**src/rtl/simt_mask_pkg.sv**
```systemverilog
package simt_mask_pkg;
  typedef enum logic [1:0] {
    OP_BARRIER = 2'b00,
    OP_BRANCH  = 2'b01,
    OP_ELSE    = 2'b10,
    OP_JOIN    = 2'b11
  } mask_op_e;
endpackage

```
**src/rtl/mask_stack.sv**
```systemverilog
module mask_stack #(
  parameter int LANES = 8,
  parameter int DEPTH = 4,
  parameter int DW    = $clog2(DEPTH + 1)
) (
  input  logic             clk,
  input  logic             rst_n,
  input  logic             push,
  input  logic             pop,
  input  logic [LANES-1:0] push_mask,
  input  logic [LANES-1:0] push_cond,
  output logic [LANES-1:0] top_mask,
  output logic [LANES-1:0] top_cond,
  output logic [DW-1:0]    depth,
  output logic             full,
  output logic             empty
);
  localparam logic [DW-1:0] DMAX = DW'(DEPTH);

  logic [LANES-1:0] mask_mem [DEPTH];
  logic [LANES-1:0] cond_mem [DEPTH];
  logic [DW-1:0]    depth_q, depth_d;
  logic             depth_ld;
  logic [DW-1:0]    rd_idx;

  // One write enable per entry; only the slot at the current depth loads.
  for (genvar i = 0; i < DEPTH; i++) begin : g_entry
    logic wr_en;
    assign wr_en = push && (depth_q == DW'(i));
    always_ff @(posedge clk) begin
      if (wr_en) begin
        mask_mem[i] <= push_mask;
        cond_mem[i] <= push_cond;
      end
    end
  end

  always_comb begin
    depth_ld = push ^ pop;
    depth_d  = depth_q;
    if (push && !pop) depth_d = depth_q + DW'(1);
    else if (pop && !push) depth_d = depth_q - DW'(1);
  end

  always_ff @(posedge clk or negedge rst_n) begin
    if (!rst_n) depth_q <= '0;
    else if (depth_ld) depth_q <= depth_d;
  end

  assign empty  = (depth_q == '0);
  assign full   = (depth_q == DMAX);
  assign rd_idx = empty ? '0 : depth_q - DW'(1);
  assign top_mask = mask_mem[rd_idx];
  assign top_cond = cond_mem[rd_idx];
  assign depth    = depth_q;
endmodule

```
**src/rtl/mask_ctrl.sv**
```systemverilog
module mask_ctrl
  import simt_mask_pkg::*;
#(
  parameter int LANES = 8
) (
  input  logic             clk,
  input  logic             rst_n,
  input  logic             fire,
  input  mask_op_e         op,
  input  logic [LANES-1:0] cond,
  input  logic [LANES-1:0] top_mask,
  input  logic [LANES-1:0] top_cond,
  input  logic             full,
  input  logic             empty,
  output logic             push,
  output logic             pop,
  output logic [LANES-1:0] mask,
  output logic             err
);
  logic [LANES-1:0] mask_q, mask_d;
  logic             err_q, err_d;

  always_comb begin
    mask_d = mask_q;
    err_d  = err_q;
    push   = 1'b0;
    pop    = 1'b0;
    if (fire) begin
      unique case (op)
        OP_BRANCH: begin
          if (full) err_d = 1'b1;
          else begin
            push   = 1'b1;
            mask_d = mask_q & cond;
          end
        end
        OP_ELSE: begin
          if (empty) err_d = 1'b1;
          else mask_d = top_mask & ~top_cond;
        end
        OP_JOIN: begin
          if (empty) err_d = 1'b1;
          else begin
            pop    = 1'b1;
            mask_d = top_mask;
          end
        end
        default: ;
      endcase
    end
  end

  always_ff @(posedge clk or negedge rst_n) begin
    if (!rst_n) begin
      mask_q <= '1;
      err_q  <= 1'b0;
    end else if (fire) begin
      mask_q <= mask_d;
      err_q  <= err_d;
    end
  end

  assign mask = mask_q;
  assign err  = err_q;
endmodule

```
**src/rtl/barrier_hold.sv**
```systemverilog
module barrier_hold #(
  parameter int LANES = 8,
  parameter int CNT_W = 3
) (
  input  logic                   clk,
  input  logic                   rst_n,
  input  logic                   set,
  input  logic [LANES-1:0]       lane_en,
  input  logic [LANES*CNT_W-1:0] lane_pend,
  output logic                   hold
);
  logic [LANES-1:0] busy;
  logic             idle;
  logic             hold_q, hold_d;

  for (genvar i = 0; i < LANES; i++) begin : g_lane
    assign busy[i] = lane_en[i] && (lane_pend[i*CNT_W +: CNT_W] != '0);
  end
  assign idle = ~|busy;

  always_comb begin
    hold_d = hold_q;
    if (set) hold_d = 1'b1;
    else if (hold_q && idle) hold_d = 1'b0;
  end

  always_ff @(posedge clk or negedge rst_n) begin
    if (!rst_n) hold_q <= 1'b0;
    else hold_q <= hold_d;
  end

  assign hold = hold_q;
endmodule

```
**src/rtl/lane_mask_seq.sv**
```systemverilog
module lane_mask_seq
  import simt_mask_pkg::*;
#(
  parameter int LANES = 8,
  parameter int DEPTH = 4,
  parameter int CNT_W = 3,
  parameter int DW    = $clog2(DEPTH + 1)
) (
  input  logic                   clk,
  input  logic                   rst_n,
  input  logic                   cmd_valid,
  input  logic [1:0]             cmd_op,
  input  logic [LANES-1:0]       cmd_cond,
  input  logic [LANES*CNT_W-1:0] lane_pend,
  output logic [LANES-1:0]       lane_en,
  output logic                   skip_path,
  output logic [DW-1:0]          nest_depth,
  output logic                   stk_err,
  output logic                   issue_hold
);
  mask_op_e         op;
  logic             fire;
  logic             push, pop, full, empty;
  logic [LANES-1:0] top_mask, top_cond, mask;

  assign op   = mask_op_e'(cmd_op);
  assign fire = cmd_valid && !issue_hold;

  mask_stack #(.LANES(LANES), .DEPTH(DEPTH), .DW(DW)) stack_i (
    .clk(clk), .rst_n(rst_n), .push(push), .pop(pop),
    .push_mask(mask), .push_cond(cmd_cond),
    .top_mask(top_mask), .top_cond(top_cond),
    .depth(nest_depth), .full(full), .empty(empty)
  );

  mask_ctrl #(.LANES(LANES)) ctrl_i (
    .clk(clk), .rst_n(rst_n), .fire(fire), .op(op), .cond(cmd_cond),
    .top_mask(top_mask), .top_cond(top_cond), .full(full), .empty(empty),
    .push(push), .pop(pop), .mask(mask), .err(stk_err)
  );

  barrier_hold #(.LANES(LANES), .CNT_W(CNT_W)) bar_i (
    .clk(clk), .rst_n(rst_n), .set(fire && op == OP_BARRIER),
    .lane_en(mask), .lane_pend(lane_pend), .hold(issue_hold)
  );

  assign lane_en   = mask;
  assign skip_path = ~|mask;
endmodule

```
**config.mk**
```make
export PLATFORM = sky130hd
export DESIGN_NAME = lane_mask_seq
export DESIGN_NICKNAME = d
export VERILOG_FILES = /design/src/rtl/simt_mask_pkg.sv /design/src/rtl/mask_stack.sv /design/src/rtl/mask_ctrl.sv /design/src/rtl/barrier_hold.sv /design/src/rtl/lane_mask_seq.sv
export SDC_FILE = /design/constraint.sdc
export NUM_CORES = 1
export LEC_CHECK = 0
export BUFFER_PORTS_ARGS = -buffer_cell sky130_fd_sc_hd__buf_2
export CAP_MARGIN = 40
export CORE_UTILIZATION = 60
export CTS_CLUSTER_DIAMETER = 100
export CTS_CLUSTER_SIZE = 14
export DETAILED_ROUTE_END_ITERATION = 7
export GPL_ROUTABILITY_DRIVEN = 0
export GPL_TIMING_DRIVEN = 1
export PLACE_DENSITY_LB_ADDON = 0.12
export SLEW_MARGIN = 15
export SYNTH_ARGS = -nofsm -noshare
export SYNTH_HDL_FRONTEND = slang
export SYNTH_SLANG_ARGS = --single-unit
```
**constraint.sdc**
```tcl
create_clock -name clk -period 5.91 [get_ports clk]
set_clock_uncertainty 0.05 [all_clocks]
set_input_delay 0.591 -clock clk [delete_from_list [all_inputs] [get_ports clk]]
set_output_delay 0.591 -clock clk [all_outputs]
set_load 0.02 [all_outputs]
```
== Word level (Yosys, flattened, before mapping) ==
Memory sizes are Yosys's and may differ from the RTL's.
Index checks and enable logic that the tools add are counted.

* Register bits: 13
* Input port bits: 37
* Bits in writable memories: 64
* Output and inout port bits: 14
* Memories kept: 2
* ROM bits: 0
* Logic and storage cells: 116
* Latch bits: 0

* Eq/ne operators: 12
* Multipliers: 0
* Multiplexer cells: 44
* $lt $le $gt $ge: 0
* Reductions and logical operators: 48
* Bitwise operators: 4
* Shift-type cells: 0
* $add $sub $neg: 2
* Divide/modulo/power cells: 0

{| class="wikitable"
|+ Memory list
! memory !! depth !! width !! read ports !! clocked after memory_dff !! wr ports !! RTL line !! source
|-
| stack_i.cond_mem || 4 || 8 || 1 || 0 || 1 || mask_stack.sv:21 || <nowiki>logic [LANES-1:0] cond_mem [DEPTH];</nowiki>
|-
| stack_i.mask_mem || 4 || 8 || 1 || 0 || 1 || mask_stack.sv:20 || <nowiki>logic [LANES-1:0] mask_mem [DEPTH];</nowiki>
|}

{| class="wikitable"
|+ Operators with widths
! kind !! number
|-
| 2-to-1 mux 8 bit || 9
|-
| OR reduction 8 bit || 8
|-
| nonzero test 3 bit || 9
|-
| 2-to-1 mux 1 bit || 24
|-
| one-hot mux 8 bit (3 select lines) || 1
|-
| logical AND 1 bit || 17
|-
| bitwise AND 8 bit || 2
|-
| 2-to-1 mux 2 bit || 7
|-
| inverter 8 bit || 1
|-
| equality test 3 x 2 -> 1 bit, second input constant || 2
|-
| 2-to-1 mux 3 bit || 2
|-
| != test 2 bit, second input constant || 3
|-
| nonzero test 2 bit || 3
|-
| logical NOT 1 bit || 5
|-
| AND reduction 5 bit || 1
|-
| equality test 2 bit, second input constant || 2
|-
| != test 2 x 1 -> 1 bit, second input constant || 2
|-
| AND reduction 4 bit || 1
|-
| adder 3 x 1 -> 3 bit, second input constant || 1
|-
| equality test 3 x 1 -> 1 bit, second input constant || 1
|-
| equality test 3 bit, second input constant || 1
|-
| logical NOT 3 bit || 1
|-
| subtractor 3 x 1 -> 3 bit, second input constant || 1
|-
| equality test 2 x 1 -> 1 bit, second input constant || 1
|-
| other kinds (5) || 5
|}

== Longest topological paths before layout ==
Gate-level depths: netlist of run 1.

* Depth after elaboration: 11
* Gate-level depth with buffers: 11
* Depth with buffers taken out: 8

== Cells and area by module ==
A second synthesis of run 1 with hierarchy kept.

* Cell total of the unflattened synthesis: 268
* Area, all modules: 3,637.2 µm²

{| class="wikitable"
|+ By module, submodules not included
! module !! times used !! sequential area each (µm²) !! cells an instance !! area an instance (µm²)
|-
| mask_stack || 1 || 1,996.9 || 188 || 2,855.2
|-
| mask_ctrl || 1 || 235.2 || 62 || 635.6
|-
| barrier_hold || 1 || 25.0 || 13 || 113.9
|-
| lane_mask_seq || 1 || 0.0 || 5 || 32.5
|}

== Worst setup path after synthesis of run 1 ==
No wires, ideal clock.

* Path kind: reg2reg
* Start point: reg stack_i.depth_q[0] (netlist: stack_i.depth[0])
* End point: mem stack_i.cond_mem[0][0], enable pin
* Path buffers: 2
* Setup slack: 2.313 ns
* Data arrival time: 3.117 ns
* Stages on the path, launching flop included: 7
* Setup time: 0.430 ns
* Period minus slack after synthesis: 3.597 ns
* Required time: 5.430 ns
* Cells stage by stage: dfrtp_1 > clkbuf_1 > clkbuf_1 > inv_1 > ha_1 > inv_2 > nor4_1

* Elaborated cells between the ends (all ways): 29
* Classes of those cells: eq/ne: 4; mux: 17; reduce/logical: 8

{| class="wikitable"
|+ RTL lines
! element !! RTL line !! source
|-
| from (decl) || mask_stack.sv:22 || <nowiki>logic [DW-1:0] depth_q, depth_d;</nowiki>
|-
| from (signal assigned) || mask_stack.sv:47 || <nowiki>else if (depth_ld) depth_q <= depth_d;</nowiki>
|-
| equality test 3 bit || mask_stack.sv:51 || <nowiki>assign full = (depth_q == DMAX);</nowiki>
|-
| 2-to-1 mux 1 bit || mask_ctrl.sv:31 || <nowiki>if (full) err_d = 1'b1;</nowiki>
|-
| 2-to-1 mux 1 bit || mask_ctrl.sv:29 || <nowiki>unique case (op)</nowiki>
|-
| 2-to-1 mux 1 bit || mask_ctrl.sv:28 || <nowiki>if (fire) begin</nowiki>
|-
| logical AND 1 bit * || mask_stack.sv:29 || <nowiki>assign wr_en = push && (depth_q == DW'(i));</nowiki>
|-
| via stack_i.g_entry[0].wr_en || mask_stack.sv:28 || <nowiki>logic wr_en;</nowiki>
|-
| 2-to-1 mux 1 bit * || mask_stack.sv:31 || <nowiki>if (wr_en) begin</nowiki>
|-
| 2-to-1 mux 1 bit (not written as such) * || mask_stack.sv:33 || <nowiki>cond_mem[i] <= push_cond;</nowiki>
|-
| 2-to-1 mux 1 bit (no source line) * (3 in series) || - ||
|-
| to (decl) || mask_stack.sv:21 ||
|}

The timed path passes the listed nets; every way through them passes the cells marked *.

== Worst setup path after layout of run 1 ==
Same ends and word-level chain as after synthesis.

==> results of run 1 <==
[cells by family after synthesis]
kind of cell | after synthesis | share of synthesized area [%]
fa+ha+maj | 7 | 2.37
simple gates | 61 | 10.4
compound gates | 66 | 13.0
buf+inv | 41 | 4.90
flops | 77 | 61.0
mux | 26 | 7.40
xor+xnor | 3 | 0.913
[layout by cell type (no fill, tap or decap), drive strengths merged, types with 2 or more instances in the layout]
master	netlist	routed
dfrtp	5	5
nand2	2	2
mux2i	25	25
clkinv	0	2
ha	7	7
edfxtp	64	64
o2111ai	2	2
o22ai	8	8
clkbuf	9	10
a21oi	9	9
dfstp	8	8
a211oi	9	9
nor2b	18	18
xnor2	2	2
o31ai	6	6
nor2	3	3
nand3b	16	16
nand4	11	11
o21ai	5	5
nand2b	2	2
and2	3	3
buf	10	55
nor3	3	3
a21boi	8	8
a32oi	8	8
o221ai	9	9
inv	22	24
[path summary, 6_finish.rpt]
path,from,endpoint,slack [ns],cells past startpoint
max reg2reg,stack_i.depth[0]$_DFFE_PN0P_,stack_i.cond_mem[0][0]$_DFFE_PP_,2.59,5
max,stack_i.depth[0]$_DFFE_PN0P_,stack_i.cond_mem[0][0]$_DFFE_PP_,2.59,5
min in group clk,cmd_cond[5],stack_i.cond_mem[0][5]$_DFFE_PP_,0.42,1
min reg2reg,ctrl_i.err$_DFFE_PN0P_,ctrl_i.err$_DFFE_PN0P_,0.43,1
max in group asynchronous,rst_n,ctrl_i.mask[2]$_DFFE_PN1P_,5.38,1
min,rst_n,ctrl_i.err$_DFFE_PN0P_,0.10,1
[stage by stage]
| step | hold slack [ns] | worst slack [ns] | instances |
|---|---|---|---|
| floorplan | 0.245 | 2.31 | 281 |
| global placement | 0.423 | 2.74 | 388 |
| detailed placement | 0.422 | 2.61 | 391 |
| CTS | 0.104 | 2.59 | 407 |
| global route | 0.105 | 2.32 | 408 |
| finish | 0.102 | 2.59 | 408 |
[power groups by stage]
stage | clock, mW | combinational (mW) | sequential [mW]
global route | 0.424 | 0.739 | 0.801
CTS | 0.403 | 0.679 | 0.789
finish | 0.399 | 0.681 | 0.790
global placement | 0 | 0.636 | 0.808
detailed placement | 0 | 0.675 | 0.800
floorplan | 0 | 0.474 | 0.793
[cell type report]
cell class	count	area (um^2)	share of cell area (%)
inverters	22	82.6	1.96
multi-input cells	163	1270	30.1
clock buffers	10	128	3.03
well taps	75	93.8	2.23
repair buffers	55	310	7.37
clock inverters	6	71.3	1.69
flip-flops and latches	77	2260	53.6
[layer usage]
layer  GRT usage (%)  up-vias  wire length [um]
met5               0        -                 0
met4            9.64        0               186
met3            7.84       20               548
met2            44.6      111              3970
met1            36.3     1229              3470
li1                -     1175                 -
[registers in the layout, indices dropped and copies added, names as in the netlist]
register,flops
ctrl_i.mask,8
stack_i.mask_mem,32
ctrl_i.err,1
stack_i.cond_mem,32
stack_i.depth,3
bar_i.hold,1
==> flow_metrics.env, run 1 <==
export IMPL_crit_arrival_ns=3.32
export IMPL_syn_nets=325
export IMPL_drive_gt1_share_pct=25.5
export IMPL_yosysTopAreaCellShare_pct=51.9
export IMPL_cellLeakagePower_nw=1.55
export IMPL_report_final_slew_viol_count=0
export IMPL_antenna_found_initial=0
export IMPL_switching_power_mw=0.720
export IMPL_crit_chain="inv_1 -> ha_1 -> inv_2 -> nor4_2 -> buf_4"
export IMPL_p_clk_share_pct=21.4
export IMPL_wl_per_cell_um=20.0
export IMPL_syn_area_um2=3700
export IMPL_synth_seq_cells=77
export IMPL_yosys_warnings=0
export IMPL_async_flop_share_pct=16.9
export IMPL_hold_viol_final=0
export IMPL_cts_sinks=77
export IMPL_status="finished, final reports clean"
export IMPL_required_ns=5.92
export IMPL_area_growth_pct=13.8
export IMPL_ctsHtreeMaxLevel=3
export IMPL_critical_path_slowest_cell="nor4_2"
export IMPL_grt_max_degree=38
export IMPL_relSlewSlack_pct=42.7
export IMPL_vias_per_cell=6.21
export IMPL_ys_types=40
export IMPL_grt_remaining_overflow=0
export IMPL_path_buf_inv=3
export IMPL_routed_wl_mm=8.17
export IMPL_synth_most_common_cell="edfxtp_1"
export IMPL_drt_iter0_drc=165
export IMPL_finalSetupViolCount=0
export IMPL_clkLatencyLatePin_ns=0.36
export IMPL_synth_ff_type="edfxtp_1"
export IMPL_worstPathMaxFanout=23
export IMPL_start_util_pct=62.5
export IMPL_critPathTopFamily="buffers and inverters"
export IMPL_yosysSeqAreaShare_pct=61.0
export IMPL_min_period_ns=3.32
export IMPL_intPower_mw=1.15
export IMPL_die_area_um2=6490
export IMPL_swShare_pct=38.5
export IMPL_stdcell_area_um2=4210
export IMPL_synth_edff_count=64
export IMPL_p_seq_share_pct=42.2
export IMPL_drcViolationCount=0
export IMPL_irDropWorstVdd_mv=0.288
export IMPL_drv_cap=0
export IMPL_combPwrFrac_pct=36.4
export IMPL_clkTransAtPathRegs_ns=0.08
export IMPL_ant_nets=0
export IMPL_start_kind="register"
export IMPL_crit_path_end_kind="register"
export IMPL_synth_area_leaders="edfxtp_1, mux2i_1, dfstp_2, dfrtp_1, nand3b_1"
export IMPL_postCtsHoldBufs=0
export IMPL_tns_ns=0
export IMPL_layout_core_utilization_pct=71.1
export IMPL_fin_crit_sh_pct=56.1
export IMPL_grt_usage_pct=27.9
export IMPL_fmax_mhz=302
export IMPL_place_area_um2=4000
export IMPL_worstSetupPathType="reg -> reg"
export IMPL_synth_cells=281
export IMPL_die_width_um=80.5
export IMPL_cts_tree="done"
export IMPL_ctsRootBufferMaster="clkbuf_8"
export IMPL_nNetsFinal=372
export IMPL_grt_pass1_wl_mm=12.7
export IMPL_rsz0062_at_grt="false"
export IMPL_cts_buffers=9
export IMPL_hp_class="in -> async"
export IMPL_synth_commonest_cells="edfxtp_1, mux2i_1, inv_1"
export IMPL_avgSynthCellArea_um2=13.2
export IMPL_fin_total_pwr_mw=1.87
export IMPL_dp_hpwl_mm=5.55
export IMPL_critPathMaxStageDelay_ns=0.79
export IMPL_cts_resized=0
export IMPL_worst_pin_slew_ns=0.859
export IMPL_dr_pass1_iters=5
export IMPL_rows=28
export IMPL_diodes=0
export IMPL_grt_pass1_vias=2412
export IMPL_powerDensity_nw_per_um2=444
export IMPL_core_area_um2=5920
export IMPL_fill_cells=403
export IMPL_die_y_um=80.5
export IMPL_io_buffers=50
export IMPL_yosys_area_top_type="edfxtp_1"
export IMPL_cts_setup_buffers=0
export IMPL_via_count=2535
export IMPL_clk_path_buf_depth=2
export IMPL_ios=51
Note: power is estimated with default switching activity, not from simulation.
==> inputs of run 2 (changes only) <==
ABC_AREA = 1   (was not set)
CORE_UTILIZATION = 51   (was 60)
clock period = 2.85 ns   (was 5.91 ns; I/O delays follow)
==> run 2 against run 1 <==
Compared with the run above:
- hold slack gained 0.024 ns
- synthesized area shrank 9.8%
- non-clock buffer count grew 4
- register-to-register slack lost 1.9 ns
- clock power grew 100%
- design area shrank 7.8%
- die area grew 6.0%
- via count shrank 7.4%
- synthesized cell count grew 6.8%
- wire length shrank 7.9%
- sequential share of layout area grew 4.5 points
==> flow_metrics.env, run 2 <==
export IMPL_status="finished, final reports clean"
export IMPL_via_count=2347
export IMPL_yosysSeqAreaShare_pct=67.6
export IMPL_synth_area_leaders="edfxtp_1, nand2_1, nand3_1, dfstp_2, dfrtp_1"
export IMPL_hold_viol_final=0
export IMPL_cellLeakagePower_nw=1.62
export IMPL_yosys_warnings=0
export IMPL_io_buffers=50
export IMPL_worstSetupPathType="reg -> reg"
export IMPL_core_area_um2=6350
export IMPL_synth_xor_area_share_pct=0.525
export IMPL_powerDensity_nw_per_um2=873
export IMPL_clkLatencyLatePin_ns=0.35
export IMPL_ios=51
export IMPL_crit_arrival_ns=2.37
export IMPL_ys_types=24
export IMPL_cts_resized=0
export IMPL_crit_path_end_kind="register"
export IMPL_grt_max_degree=33
export IMPL_min_period_ns=2.18
export IMPL_cts_sinks=77
export IMPL_layout_common_cells="nand2_1, edfxtp_1, buf_2, nand3_1, inv_1"
export IMPL_report_final_slew_viol_count=0
export IMPL_ant_nets=0
export IMPL_dr_pass1_iters=4
export IMPL_synth_most_common_cell="nand2_1"
export IMPL_fmax_mhz=459
export IMPL_synth_top_family_by_area="simple AND/OR/NAND/NOR gates"
export IMPL_clkTransAtPathRegs_ns=0.08
export IMPL_synthSimpleGateAreaFrac_pct=21.5
export IMPL_rsz0062_at_grt="false"
export IMPL_grt_busiest_layer="met2"
export IMPL_start_kind="register"
export IMPL_relSlewSlack_pct=68.3
export IMPL_start_util_pct=52.6
export IMPL_rows=29
export IMPL_routed_wl_mm=7.53
export IMPL_irDropWorstVdd_mv=0.416
export IMPL_ctsHtreeMaxLevel=3
export IMPL_cts_tree="done"
export IMPL_die_y_um=82.9
export IMPL_die_area_um2=6870
export IMPL_fill_cells=514
export IMPL_reg2reg_slack_ns=0.67
export IMPL_final_common_cell="nand2_1"
export IMPL_syn_area_um2=3340
export IMPL_gr_usage_met3_pct=3.88
export IMPL_grt_pass1_wl_mm=12.0
export IMPL_multiInputGateArea_um2=912
export IMPL_cts_buffers=9
export IMPL_hp_class="in -> reg"
export IMPL_synth_ff_type="edfxtp_1"
export IMPL_stdcell_area_um2=3880
export IMPL_placed_cells=427
export IMPL_yosysTopAreaCellShare_pct=57.6
export IMPL_synth_compound_area_share_pct=2.66
export IMPL_layout_core_utilization_pct=61.2
export IMPL_tns_ns=0
export IMPL_grt_pass1_vias=2321
export IMPL_yosys_mux_area_fraction_pct=0
export IMPL_yosys_area_top_type="edfxtp_1"
export IMPL_grtUsageMet2_pct=36.0
export IMPL_globalRouteMet1Util_pct=32.2
export IMPL_antenna_found_initial=0
export IMPL_syn_nets=344
export IMPL_final_cell_count_no_fill=444
export IMPL_nNetsFinal=406
export IMPL_dp_hpwl_mm=4.75
export IMPL_place_area_um2=3690
export IMPL_async_flop_share_pct=16.9
export IMPL_fin_crit_sh_pct=76.4
export IMPL_avgSynthCellArea_um2=11.1
export IMPL_die_width_um=82.9
export IMPL_wl_per_cell_um=16.9
export IMPL_finalSetupViolCount=0
export IMPL_fin_hold_ws_ns=0.126
export IMPL_drv_cap=0
export IMPL_clk_path_buf_depth=2
export IMPL_drt_iter0_drc=178
export IMPL_synth_edff_count=64
export IMPL_drive_gt1_share_pct=22.9
export IMPL_worstPathMaxFanout=21
export IMPL_regArea_um2=2260
export IMPL_drcViolationCount=0
export IMPL_grt_usage_pct=23.5
export IMPL_ctsRootBufferMaster="clkbuf_8"
export IMPL_synth_commonest_cells="nand2_1, edfxtp_1, nand3_1"
export IMPL_synth_cells=300
export IMPL_diodes=0
export IMPL_area_growth_pct=16.4
export IMPL_synthAdderAreaFrac_pct=2.62
export IMPL_grt_remaining_overflow=0
export IMPL_vias_per_cell=5.29
export IMPL_synth_seq_cells=77
export IMPL_worst_pin_slew_ns=0.474
export IMPL_required_ns=3.04
run 2: changes by cell type in the layout (fill, tap and decap cells not counted), moves of 9 or more:
| cell | change |
|---|---|
| nor2b_1 | -18 |
| nand3_1 | +42 |
| nand3b_1 | -16 |
| nor2_1 | +22 |
| mux2i_1 | -24 |
| a211oi_1 | -9 |
| nand2_1 | +69 |
run 2: worst paths after layout:
path,depth (start not counted),to,start
min,1,stack_i.cond_mem[1][1]$_DFFE_PP_,cmd_cond[1]
max in group asynchronous,2,ctrl_i.mask[2]$_DFFE_PN1P_,rst_n
min in group asynchronous,2,stack_i.depth[2]$_DFFE_PN0P_,rst_n
max,9,stack_i.depth[2]$_DFFE_PN0P_,stack_i.depth[0]$_DFFE_PN0P_
min reg2reg,1,ctrl_i.err$_DFFE_PN0P_,ctrl_i.err$_DFFE_PN0P_
max reg2reg,9,stack_i.depth[2]$_DFFE_PN0P_,stack_i.depth[0]$_DFFE_PN0P_
run 2: logic make-up (layout without fill, tap and decap cells):
kind of cell,count (synthesis),after routing
AO/OA/AOI/OAI,15,15
XOR/XNOR,2,2
adder cells (fa/ha/maj),7,7
AND/OR/NAND/NOR,162,162
buffers and inverters,37,104
flip-flops,77,77
run 2: report_power, final:
| part | switching [mW] | internal [mW] | total [mW] | leakage, nW |
|---|---|---|---|---|
| Combinational | 0.710 | 0.337 | 1.05 | 0.808 |
| Sequential | 0.144 | 1.40 | 1.55 | 0.721 |
| Clock | 0.368 | 0.429 | 0.798 | 0.0947 |
run 2: worst max-delay path, stage by stage (launching register included):
cell	delay [ns]
dfrtp_1	0.44
inv_2	0.06
ha_1	0.28
nand2_2	0.40
nand4_1	0.16
ha_1	0.38
nor2_1	0.13
nand2_1	0.05
o21ai_0	0.07
inv_1	0.05
run 2: stage by stage:
step	power, mW	worst slack [ns]
5_1_grt	3.58	0.462
6_report	3.39	0.673
3_5_place_dp	2.62	0.656
3_3_place_gp	2.60	0.731
4_1_cts	3.41	0.658
2_1_floorplan	2.26	0.162
run 2: final cells by class:
class                   instances  share of cell area [%]
multi-input cells             186                    23.5
clock inverters                 2                   0.902
inverters                      29                    2.87
flip-flops and latches         77                    58.1
repair buffers                 59                    8.24
well taps                      77                    2.48
clock buffers                  14                    3.93
run 2: routing by layer:
layer,routed length (um),vias to the layer above
met5,0,-
met4,206,0
met3,469,15
met2,3490,86
met1,3360,1087
li1,-,1159
run 2: repair_timing:
action                    in CTS  in global routing
hold endpoints to repair       5                  0
hold buffers                   1                  0
setup buffers                  0                  0
==> inputs of run 3 (changes only) <==
clock period = 1.9 ns   (was 2.85 ns; I/O delays follow)
==> run 3 against run 2 <==
Compared with the run above:
- flip-flop and latch count unchanged
- critical path type unchanged
- wire length increased by 7.3%
- final cell count grew 1.1%
- highest routed layer unchanged
- hold slack got worse by 0.079 ns
==> flow_metrics.env, run 3 (same netlist as run 2, synthesis figures left out) <==
export IMPL_rsz0062_at_grt="false"
export IMPL_grt_pass1_wl_mm=12.6
export IMPL_worstSetupPathType="reg -> reg"
export IMPL_grt_pass1_vias=2377
export IMPL_start_kind="register"
export IMPL_dr_pass1_iters=5
export IMPL_crit_chain="inv_1 -> ha_4 -> nand2_2 -> nand3_2 -> nor3_4 -> inv_2 -> nor2_4 -> buf_12"
export IMPL_critical_path_slowest_cell="dfrtp_1"
export IMPL_die_width_um=82.9
export IMPL_core_area_um2=6350
export IMPL_cts_buffers=9
export IMPL_dp_hpwl_mm=5.35
export IMPL_worstPathMaxFanout=16
export IMPL_routed_wl_mm=8.07
export IMPL_p_seq_share_pct=44.9
export IMPL_grt_remaining_overflow=0
export IMPL_drv_cap=0
export IMPL_ctsHtreeMaxLevel=3
export IMPL_via_count=2452
export IMPL_p_clk_share_pct=21.6
export IMPL_report_final_slew_viol_count=0
export IMPL_drt_iter0_drc=183
export IMPL_clk_path_buf_depth=2
export IMPL_cts_setup_buffers=0
export IMPL_min_period_ns=1.78
export IMPL_final_common_cell="nand2_1"
export IMPL_clkTransAtPathRegs_ns=0.08
export IMPL_status="finished, final reports clean"
export IMPL_grt_max_degree=34
export IMPL_drcViolationCount=0
export IMPL_die_area_um2=6870
export IMPL_hp_class="in -> reg"
export IMPL_cts_tree="done"
export IMPL_io_buffers=50
export IMPL_rows=29
export IMPL_drive_gt1_share_pct=28.2
export IMPL_fin_crit_sh_pct=93.5
export IMPL_fin_hold_ws_ns=0.0472
export IMPL_globalRouteMet1Util_pct=33.9
export IMPL_die_y_um=82.9
export IMPL_cellLeakagePower_nw=1.65
export IMPL_gr_usage_met3_pct=4.77
export IMPL_layout_common_cells="nand2_1, edfxtp_1, buf_2, nand3_1, inv_1"
export IMPL_fill_cells=507
export IMPL_irDropWorstVdd_mv=0.713
export IMPL_switching_power_mw=2.03
export IMPL_start_util_pct=52.6
export IMPL_fmax_mhz=563
export IMPL_layout_core_utilization_pct=63.5
export IMPL_grtUsageMet2_pct=41.1
export IMPL_ant_nets=0
export IMPL_relSlewSlack_pct=74.7
export IMPL_vias_per_cell=5.46
export IMPL_ctsRootBufferMaster="clkbuf_8"
export IMPL_grt_usage_pct=25.3
export IMPL_tns_ns=0
export IMPL_antenna_found_initial=0
export IMPL_diodes=0
export IMPL_worst_pin_slew_ns=0.378
export IMPL_powerDensity_nw_per_um2=1300
export IMPL_clkLatencyLatePin_ns=0.36
export IMPL_grt_busiest_layer="met2"
export IMPL_ios=51
export IMPL_regArea_um2=2260
export IMPL_hold_viol_final=0
export IMPL_finalSetupViolCount=0
export IMPL_wl_per_cell_um=18.0
export IMPL_required_ns=1.93
export IMPL_crit_arrival_ns=1.80
export IMPL_combPwrFrac_pct=33.6
export IMPL_multiInputGateArea_um2=988
export IMPL_intPower_mw=3.21
export IMPL_critPathMaxStageDelay_ns=0.35
export IMPL_cts_sinks=77
export IMPL_area_growth_pct=20.8
export IMPL_swShare_pct=38.7
export IMPL_crit_path_end_kind="register"
export IMPL_nNetsFinal=411
==> run 3: power groups by stage <==
stage / clock network, mW / registers [mW] / logic, mW
after floorplan: 0 / 2.43 / 1.07
after global placement: 0 / 2.39 / 1.74
after detailed placement: 0 / 2.39 / 1.76
after CTS: 1.15 / 2.36 / 1.77
after global routing: 1.23 / 2.38 / 1.94
final: 1.13 / 2.35 / 1.76
==> run 3: final cells by class <==
class                           instances  share of cell area [%]
Clock buffer                            9                    3.07
Clock inverter                          7                    1.43
Inverter                               29                    2.82
Multi-Input combinational cell        186                    24.5
Sequential cell                        77                    56.0
Tap cell                               77                    2.39
Timing Repair Buffer                   64                    9.80
==> run 3: final timing paths <==
path                                         startpoint  depth (start not counted)  slack [ns]                                to
max in group asynchronous                         rst_n                          2        1.27        ctrl_i.mask[0]$_DFFE_PN1P_
setup reg to reg           stack_i.depth[1]$_DFFE_PN0P_                          8        0.12  stack_i.mask_mem[0][1]$_DFFE_PP_
hold / removal                              cmd_cond[3]                          1        0.05  stack_i.cond_mem[0][3]$_DFFE_PP_
setup / recovery           stack_i.depth[1]$_DFFE_PN0P_                          8        0.12  stack_i.mask_mem[0][1]$_DFFE_PP_
hold reg to reg                  ctrl_i.err$_DFFE_PN0P_                          1        0.43            ctrl_i.err$_DFFE_PN0P_
min in group asynchronous                         rst_n                          2        0.22      stack_i.depth[0]$_DFFE_PN0P_
==> run 3: metal layers <==
layer / up-vias / share of wire [%]
met1: 1161 / 41
met5: - / 0
li1: 1172 / -
met2: 109 / 50
met3: 10 / 8.0
met4: 0 / 1.7
==> run 3: timing repair <==
item / CTS / global route
hold buffers: 1 / 0
setup endpoints to repair: 0 / 65
gates resized for setup: 0 / 1
endpoints found under the hold margin: 13 / 0
==> run 3: metrics by stage <==
step	setup slack, ns	area, um^2	power, mW	cells
2_1_floorplan	-0.181	3420	3.49	300
3_3_place_gp	0.125	3840	4.12	432
3_5_place_dp	0.0766	3840	4.15	432
4_1_cts	0.0518	4030	5.27	449
5_1_grt	0.0113	4030	5.54	449
6_report	0.123	4030	5.24	449
==> run 3: critical path, delay by kind of cell, from the launching register on <==
family | cells | cell delay (ns)
buffers and inverters | 3 | 0.39
AND/OR/NAND/NOR | 4 | 0.49
adder cells (fa/ha/maj) | 1 | 0.20
flip-flops | 1 | 0.35
